### src/rtl/sclk_pkg.sv
package sclk_pkg;

    // Frame ratio select codes (control bits 3:2)
    typedef enum logic [1:0] {
        FR_32  = 2'b00,
        FR_64  = 2'b01,
        FR_128 = 2'b10,
        FR_BAD = 2'b11
    } frame_ratio_e;

    // Control word, packed so that its bit layout equals the write data layout
    typedef struct packed {
        frame_ratio_e ratio;   // bits 3:2
        logic         bdiv4;   // bit 1
        logic         en;      // bit 0
    } sclk_ctrl_t;

    localparam int CTRL_W = $bits(sclk_ctrl_t);

endpackage

### src/rtl/sclk_ctrl_reg.sv
module sclk_ctrl_reg
    import sclk_pkg::*;
(
    input  logic              clk,
    input  logic              rst_n,
    input  logic              wr_en,
    input  logic [CTRL_W-1:0] wr_data,
    output sclk_ctrl_t        ctrl
);

    sclk_ctrl_t ctrl_d, ctrl_q;
    sclk_ctrl_t wr_word;

    always_comb begin
        wr_word = sclk_ctrl_t'(wr_data);
        ctrl_d  = ctrl_q;
        // A reserved ratio code rejects the whole word
        if (wr_en && (wr_word.ratio != FR_BAD)) begin
            ctrl_d = wr_word;
        end
    end

    always_ff @(posedge clk or negedge rst_n) begin
        if (!rst_n) begin
            ctrl_q <= '0;
        end else begin
            ctrl_q <= ctrl_d;
        end
    end

    assign ctrl = ctrl_q;

endmodule

### src/rtl/sclk_sel_track.sv
module sclk_sel_track
    import sclk_pkg::*;
(
    input  logic         clk,
    input  logic         rst_n,
    input  sclk_ctrl_t   ctrl,
    input  logic         frame_start,
    output logic         eff_bdiv4,
    output frame_ratio_e eff_ratio
);

    typedef struct packed {
        logic         run;
        logic         bdiv4;
        frame_ratio_e ratio;
    } trk_t;

    trk_t st_d, st_q;

    always_comb begin
        // Settings in force: the control word until running, then the latched copy
        eff_bdiv4 = st_q.run ? st_q.bdiv4 : ctrl.bdiv4;
        eff_ratio = st_q.run ? st_q.ratio : ctrl.ratio;

        st_d = st_q;
        if (!ctrl.en) begin
            st_d.run   = 1'b0;
            st_d.bdiv4 = ctrl.bdiv4;
            st_d.ratio = ctrl.ratio;
        end else begin
            st_d.run   = 1'b1;
            st_d.bdiv4 = eff_bdiv4;
            st_d.ratio = eff_ratio;
            if (frame_start) begin
                st_d.bdiv4 = ctrl.bdiv4;
                st_d.ratio = ctrl.ratio;
            end
        end
    end

    always_ff @(posedge clk or negedge rst_n) begin
        if (!rst_n) begin
            st_q <= '0;
        end else begin
            st_q <= st_d;
        end
    end

endmodule

### src/rtl/sclk_bit_div.sv
module sclk_bit_div #(
    parameter int DIV_LO = 2,
    parameter int DIV_HI = 4
) (
    input  logic clk,
    input  logic rst_n,
    input  logic en,
    input  logic mclk_tick,
    input  logic bdiv4,
    output logic bclk,
    output logic bclk_tick,
    output logic bfall
);

    localparam int HALF_LO = DIV_LO / 2;
    localparam int HALF_HI = DIV_HI / 2;
    localparam int CNT_W   = (HALF_HI > 1) ? $clog2(HALF_HI) : 1;

    typedef struct packed {
        logic [CNT_W-1:0] cnt;
        logic             lvl;
        logic             tick;
    } bdiv_t;

    bdiv_t            st_d, st_q;
    logic [CNT_W-1:0] limit;

    always_comb begin
        limit = bdiv4 ? CNT_W'(HALF_HI - 1) : CNT_W'(HALF_LO - 1);
        st_d      = st_q;
        st_d.tick = 1'b0;
        bfall     = 1'b0;
        if (!en) begin
            st_d = '0;
        end else if (mclk_tick) begin
            if (st_q.cnt >= limit) begin
                st_d.cnt = '0;
                st_d.lvl = ~st_q.lvl;
                if (st_q.lvl) begin
                    bfall     = 1'b1;
                    st_d.tick = 1'b1;
                end
            end else begin
                st_d.cnt = st_q.cnt + CNT_W'(1);
            end
        end
    end

    always_ff @(posedge clk or negedge rst_n) begin
        if (!rst_n) begin
            st_q <= '0;
        end else begin
            st_q <= st_d;
        end
    end

    assign bclk      = st_q.lvl;
    assign bclk_tick = st_q.tick;

endmodule

### src/rtl/sclk_frame_div.sv
module sclk_frame_div
    import sclk_pkg::*;
#(
    parameter int FRAME_BASE = 32
) (
    input  logic         clk,
    input  logic         rst_n,
    input  logic         en,
    input  logic         bfall,
    input  frame_ratio_e ratio,
    output logic         fclk,
    output logic         fclk_tick,
    output logic         frame_start
);

    localparam int HALF_BASE = FRAME_BASE / 2;
    localparam int CNT_W     = $clog2(4 * HALF_BASE);

    typedef struct packed {
        logic [CNT_W-1:0] cnt;
        logic             lvl;
        logic             tick;
    } fdiv_t;

    fdiv_t            st_d, st_q;
    logic [CNT_W-1:0] limit;

    function automatic logic [CNT_W-1:0] half_last(input frame_ratio_e r);
        case (r)
            FR_64:   half_last = CNT_W'(2 * HALF_BASE - 1);
            FR_128:  half_last = CNT_W'(4 * HALF_BASE - 1);
            default: half_last = CNT_W'(HALF_BASE - 1);
        endcase
    endfunction

    always_comb begin
        limit       = half_last(ratio);
        st_d        = st_q;
        st_d.tick   = 1'b0;
        frame_start = 1'b0;
        if (!en) begin
            st_d = '0;
        end else if (bfall) begin
            if (st_q.cnt >= limit) begin
                st_d.cnt  = '0;
                st_d.lvl  = ~st_q.lvl;
                st_d.tick = 1'b1;
                // Leaving the right half starts a new frame
                frame_start = st_q.lvl;
            end else begin
                st_d.cnt = st_q.cnt + CNT_W'(1);
            end
        end
    end

    always_ff @(posedge clk or negedge rst_n) begin
        if (!rst_n) begin
            st_q <= '0;
        end else begin
            st_q <= st_d;
        end
    end

    assign fclk      = st_q.lvl;
    assign fclk_tick = st_q.tick;

endmodule

### src/rtl/sclk_gen.sv
module sclk_gen
    import sclk_pkg::*;
#(
    parameter int BCLK_DIV_LO = 2,
    parameter int BCLK_DIV_HI = 4,
    parameter int FRAME_BASE  = 32
) (
    input  logic              clk,
    input  logic              rst_n,
    input  logic              cfg_we,
    input  logic [CTRL_W-1:0] cfg_wdata,
    input  logic              mclk_tick,
    output logic              bclk,
    output logic              bclk_tick,
    output logic              fclk,
    output logic              fclk_tick
);

    sclk_ctrl_t   ctrl;
    logic         ctrl_en;
    logic         eff_bdiv4;
    frame_ratio_e eff_ratio;
    logic         bfall;
    logic         frame_start;

    assign ctrl_en = ctrl.en;

    sclk_ctrl_reg i_ctrl (
        .clk     (clk),
        .rst_n   (rst_n),
        .wr_en   (cfg_we),
        .wr_data (cfg_wdata),
        .ctrl    (ctrl)
    );

    sclk_sel_track i_sel (
        .clk         (clk),
        .rst_n       (rst_n),
        .ctrl        (ctrl),
        .frame_start (frame_start),
        .eff_bdiv4   (eff_bdiv4),
        .eff_ratio   (eff_ratio)
    );

    sclk_bit_div #(
        .DIV_LO (BCLK_DIV_LO),
        .DIV_HI (BCLK_DIV_HI)
    ) i_bdiv (
        .clk       (clk),
        .rst_n     (rst_n),
        .en        (ctrl_en),
        .mclk_tick (mclk_tick),
        .bdiv4     (eff_bdiv4),
        .bclk      (bclk),
        .bclk_tick (bclk_tick),
        .bfall     (bfall)
    );

    sclk_frame_div #(
        .FRAME_BASE (FRAME_BASE)
    ) i_fdiv (
        .clk         (clk),
        .rst_n       (rst_n),
        .en          (ctrl_en),
        .bfall       (bfall),
        .ratio       (eff_ratio),
        .fclk        (fclk),
        .fclk_tick   (fclk_tick),
        .frame_start (frame_start)
    );

endmodule

### config.mk
export PLATFORM = sky130hd
export DESIGN_NAME = sclk_gen
export DESIGN_NICKNAME = d
export VERILOG_FILES = /design/src/rtl/sclk_pkg.sv /design/src/rtl/sclk_ctrl_reg.sv /design/src/rtl/sclk_sel_track.sv /design/src/rtl/sclk_bit_div.sv /design/src/rtl/sclk_frame_div.sv /design/src/rtl/sclk_gen.sv
export SDC_FILE = /design/constraint.sdc
export NUM_CORES = 1
export LEC_CHECK = 0
export BUFFER_PORTS_ARGS = -buffer_cell sky130_fd_sc_hd__buf_2
export CELL_PAD_IN_SITES_DETAIL_PLACEMENT = 0
export CELL_PAD_IN_SITES_GLOBAL_PLACEMENT = 2
export CORE_ASPECT_RATIO = 0.6
export CORE_MARGIN = 1
export CORE_UTILIZATION = 35
export CTS_BUF_LIST = sky130_fd_sc_hd__clkbuf_4
export CTS_CLUSTER_SIZE = 40
export DETAILED_ROUTE_END_ITERATION = 10
export GPL_TIMING_DRIVEN = 0
export PLACE_DENSITY_LB_ADDON = 0.1
export SLEW_MARGIN = 20
export SYNTH_ARGS = -nofsm -noshare
export SYNTH_HDL_FRONTEND = slang
export SYNTH_SLANG_ARGS = --single-unit
### constraint.sdc
create_clock -name clk -period 2.33 [get_ports clk]
set_clock_uncertainty 0.05 [all_clocks]
set_input_delay 0.466 -clock clk [delete_from_list [all_inputs] [get_ports clk]]
set_output_delay 0.466 -clock clk [all_outputs]
set_load 0.05 [all_outputs]
==> out/summary.txt <==
status: finished, violations left
Max stage delay on crit path: 470 ps
Clk pwr share: 22.4%
post-synth net total: 90
max-cap violations: 0
Critical Path Slowest Stage Cell: dfrtp_2
Hold Crit Class: input port to asynchronous set/reset pin
Nets: 109
first-pass detailed-route iteration total: 4
top-area cell type share of the netlist area: 50.7%
GRT overflow: 0
minimum clock period: 2360 ps
vias in the first global route: 625
Clock Latency Late Sink: 290 ps
kind of critical path: flop to flop
Netlist cell types: 30
ys async rst share: 100%
CTS tree: done
Power Dens Cells: 681 nW/um^2
count leader, synth: dfrtp_1
final instance area: 1180 sq um
Synth Area in Compound Gates: 16.7%
Rel. slew slack: 70.5%
syn avg cell area: 12.0 sq um
Final setup viols: 1
failing checks: setup timing
initial core utilization: 37.2%
routed vias/inst: 5.15
part of the power in registers: 49.9%
cell count after synthesis: 78
Power Internal: 0.555 mW
die height: 42.1 um
final core occ: 46.6%
share of cells above drive strength 1: 42.7%
Crit. path cell count: 7
Worst Path Arrival: 2500 ps
chip width: 68.8 um
r2r endpoint: i_sel.st_q[1]
Power Total: 0.801 mW
setup slack, reg-to-reg: -30 ps
worst-margin pin slew: 443 ps
antenna violations before repair: 0
Total GRT Usage: 14.6%
Clock Tree Buf Depth: 2
Fin. Hold Viols: 0
largest family of logic cells by synthesized area: compound AO/OA/AOI/OAI gates
leak pwr: 0.530 nW
combinational share of power: 27.8%
Crit path max-delay family: multiplexers
Slew Viols, Final: 0
setup tns final: -33.4 ps
clock sink count: 19
P&R area growth vs syn: 25.3%
CP required: 2470 ps
sw frac: 30.7%
r2r startpoint: i_sel.st_q[3]
Yosys warnings: 0
FP Rows: 14
DP HPWL: 1300 um
Yosys top cell by area: dfrtp_1
total number of vias: 659
mux cell area share after synthesis: 10.8%
xor/xnor share of the synthesized area: 1.87%
Post-CTS Hold Fix Bufs: 0
CP bufs+invs: 0
DR WL/cell: 14.5 um
Root Buffer: clkbuf_4
IO Pins: 12
top_reg_cell synth: dfrtp_1
Post-synth EDFFs: 0
mapped cell area: 938 sq um
Remaining DRCs: 0
core area: 2520 sq um
area of the multi-input gates: 526 sq um
count of state elements after synthesis: 19
Synth Area in Simple Gates: 11.9%
Net Switching: 0.246 mW
Post-DP Area: 1050 sq um
fillcell total: 259
die area: 2900 sq um
VDD IR max: 0.343 mV
type of origin of the critical path: flop
Post-Synth Adder-Cell Area: 5.33%
crit path capture type: flop
critical-path cell list: mux2_4 -> ha_4 -> ha_4 -> nand2_4 -> o21a_4 -> o31ai_4 -> mux2_4
final antenna-violating net count: 0
largest net degree at the start of global routing: 20
H-tree Lvls: 1
Max Clk Rate: 423 MHz
reg2reg path depth: 7
routability cong.: 0.685
top cells by count, synth: dfrtp_1 (19), nor2_1 (6), mux2_2 (5)
Final WS setup: -33.4 ps
Reg clk slew, reported paths: 110 ps
Seq/Total Area, Yosys: 50.7%
period utilization: 101%
Area contributors post-synth: dfrtp_1 (51%), mux2_2 (6.0%), ha_1 (5.3%)
critical path fanouts, max: 5
storage element area: 477 sq um
DR iter-0 viols: 12
TritonCTS buffer count: 3
RSZ-0062 raised after global routing: true
n_diodes: 0
port bufs: 11
first-pass GRT wire length: 2990 um
Total Routed Length: 1850 um
[layer usage]
| layer | GRT usage [%] | up-vias | share of wire [%] |
|---|---|---|---|
| met4 | 2.45 | 0 | 0.65 |
| met5 | 0 | - | 0 |
| li1 | - | 323 | - |
| met3 | 5.98 | 2 | 2.8 |
| met1 | 22.0 | 327 | 54 |
| met2 | 19.6 | 7 | 43 |
[cell type report]
cell class,instances,share of cell area [%]
Buffer,1,0.957
Clock buffer,4,2.55
Inverter,4,1.28
Multi-Input combinational cell,54,44.7
Sequential cell,19,40.5
Tap cell,32,3.40
Timing Repair Buffer,14,6.60
[sequential cells by signal (all words and copies together), names as in the netlist]
signal and cells:
i_bdiv.bclk 1, i_bdiv.bclk_tick 1, i_bdiv.st_q 1, i_ctrl.ctrl 4
i_fdiv.fclk 1, i_fdiv.fclk_tick 1, i_fdiv.st_q 6, i_sel.st_q 4
[through the flow]
stage | hold slack (ps) | std cells | setup WS, ps
after floorplan | 120 | 78 | 22.4
after global placement | 388 | 121 | -192
after detailed placement | 394 | 121 | -255
after CTS | 59.9 | 126 | -41.5
after global routing | 71.3 | 128 | -97.4
final | 47.7 | 128 | -33.4
[worst max-delay path by stage]
stage | to | start | slack (ps)
floorplan | i_sel.st_q[1] | i_sel.st_q[3] | 20
global placement | i_sel.st_q[1] | i_sel.st_q[3] | -190
detailed placement | i_sel.st_q[1] | i_sel.st_q[3] | -250
CTS | i_sel.st_q[1] | i_sel.st_q[3] | -40
global route | i_sel.st_q[1] | i_sel.st_q[3] | -100
finish | i_sel.st_q[1] | i_sel.st_q[3] | -30
[placed cells by master (no fill, tap or decap), drive strengths merged]
master,netlist,layout
dfrtp,19,19
ha,4,4
a21boi,2,2
nor4,1,1
o211ai,1,1
clkbuf,0,4
o21ai,4,4
buf,1,15
nor2,6,6
mux2i,3,3
nor3,2,2
xnor2,2,2
a22o,2,2
nand3,2,2
a21oi,1,1
mux2,6,6
a221o,3,3
inv,4,4
o211a,1,1
nor2b,3,3
o21a,1,1
o311ai,1,1
nor4b,1,1
or3,1,1
and2,3,3
o2111ai,1,1
o31ai,1,1
nand2,2,2
[power groups by stage]
stage | logic (mW) | clock network (mW) | registers, mW
6_report | 0.222 | 0.179 | 0.400
5_1_grt | 0.242 | 0.203 | 0.405
4_1_cts | 0.191 | 0.191 | 0.400
3_5_place_dp | 0.169 | 0 | 0.403
3_3_place_gp | 0.165 | 0 | 0.401
2_1_floorplan | 0.109 | 0 | 0.415
[kinds of logic (layout without fill, tap and decap cells)]
kind of cell             Yosys count  in the layout
AO/OA/AOI/OAI                     18             18
XOR/XNOR                           2              2
adder cells (fa/ha/maj)            4              4
buffers and inverters              5             23
flip-flops                        19             19
multiplexers                       9              9
AND/OR/NAND/NOR                   21             21
[repair_timing]
item	4_1_cts	5_1_grt
pin swaps	2	4
gates cloned	0	0
gates resized for setup	9	5
endpoints found under the setup margin	10	9
buffers inserted	1	2
Note: power is estimated with default switching activity, not from simulation.
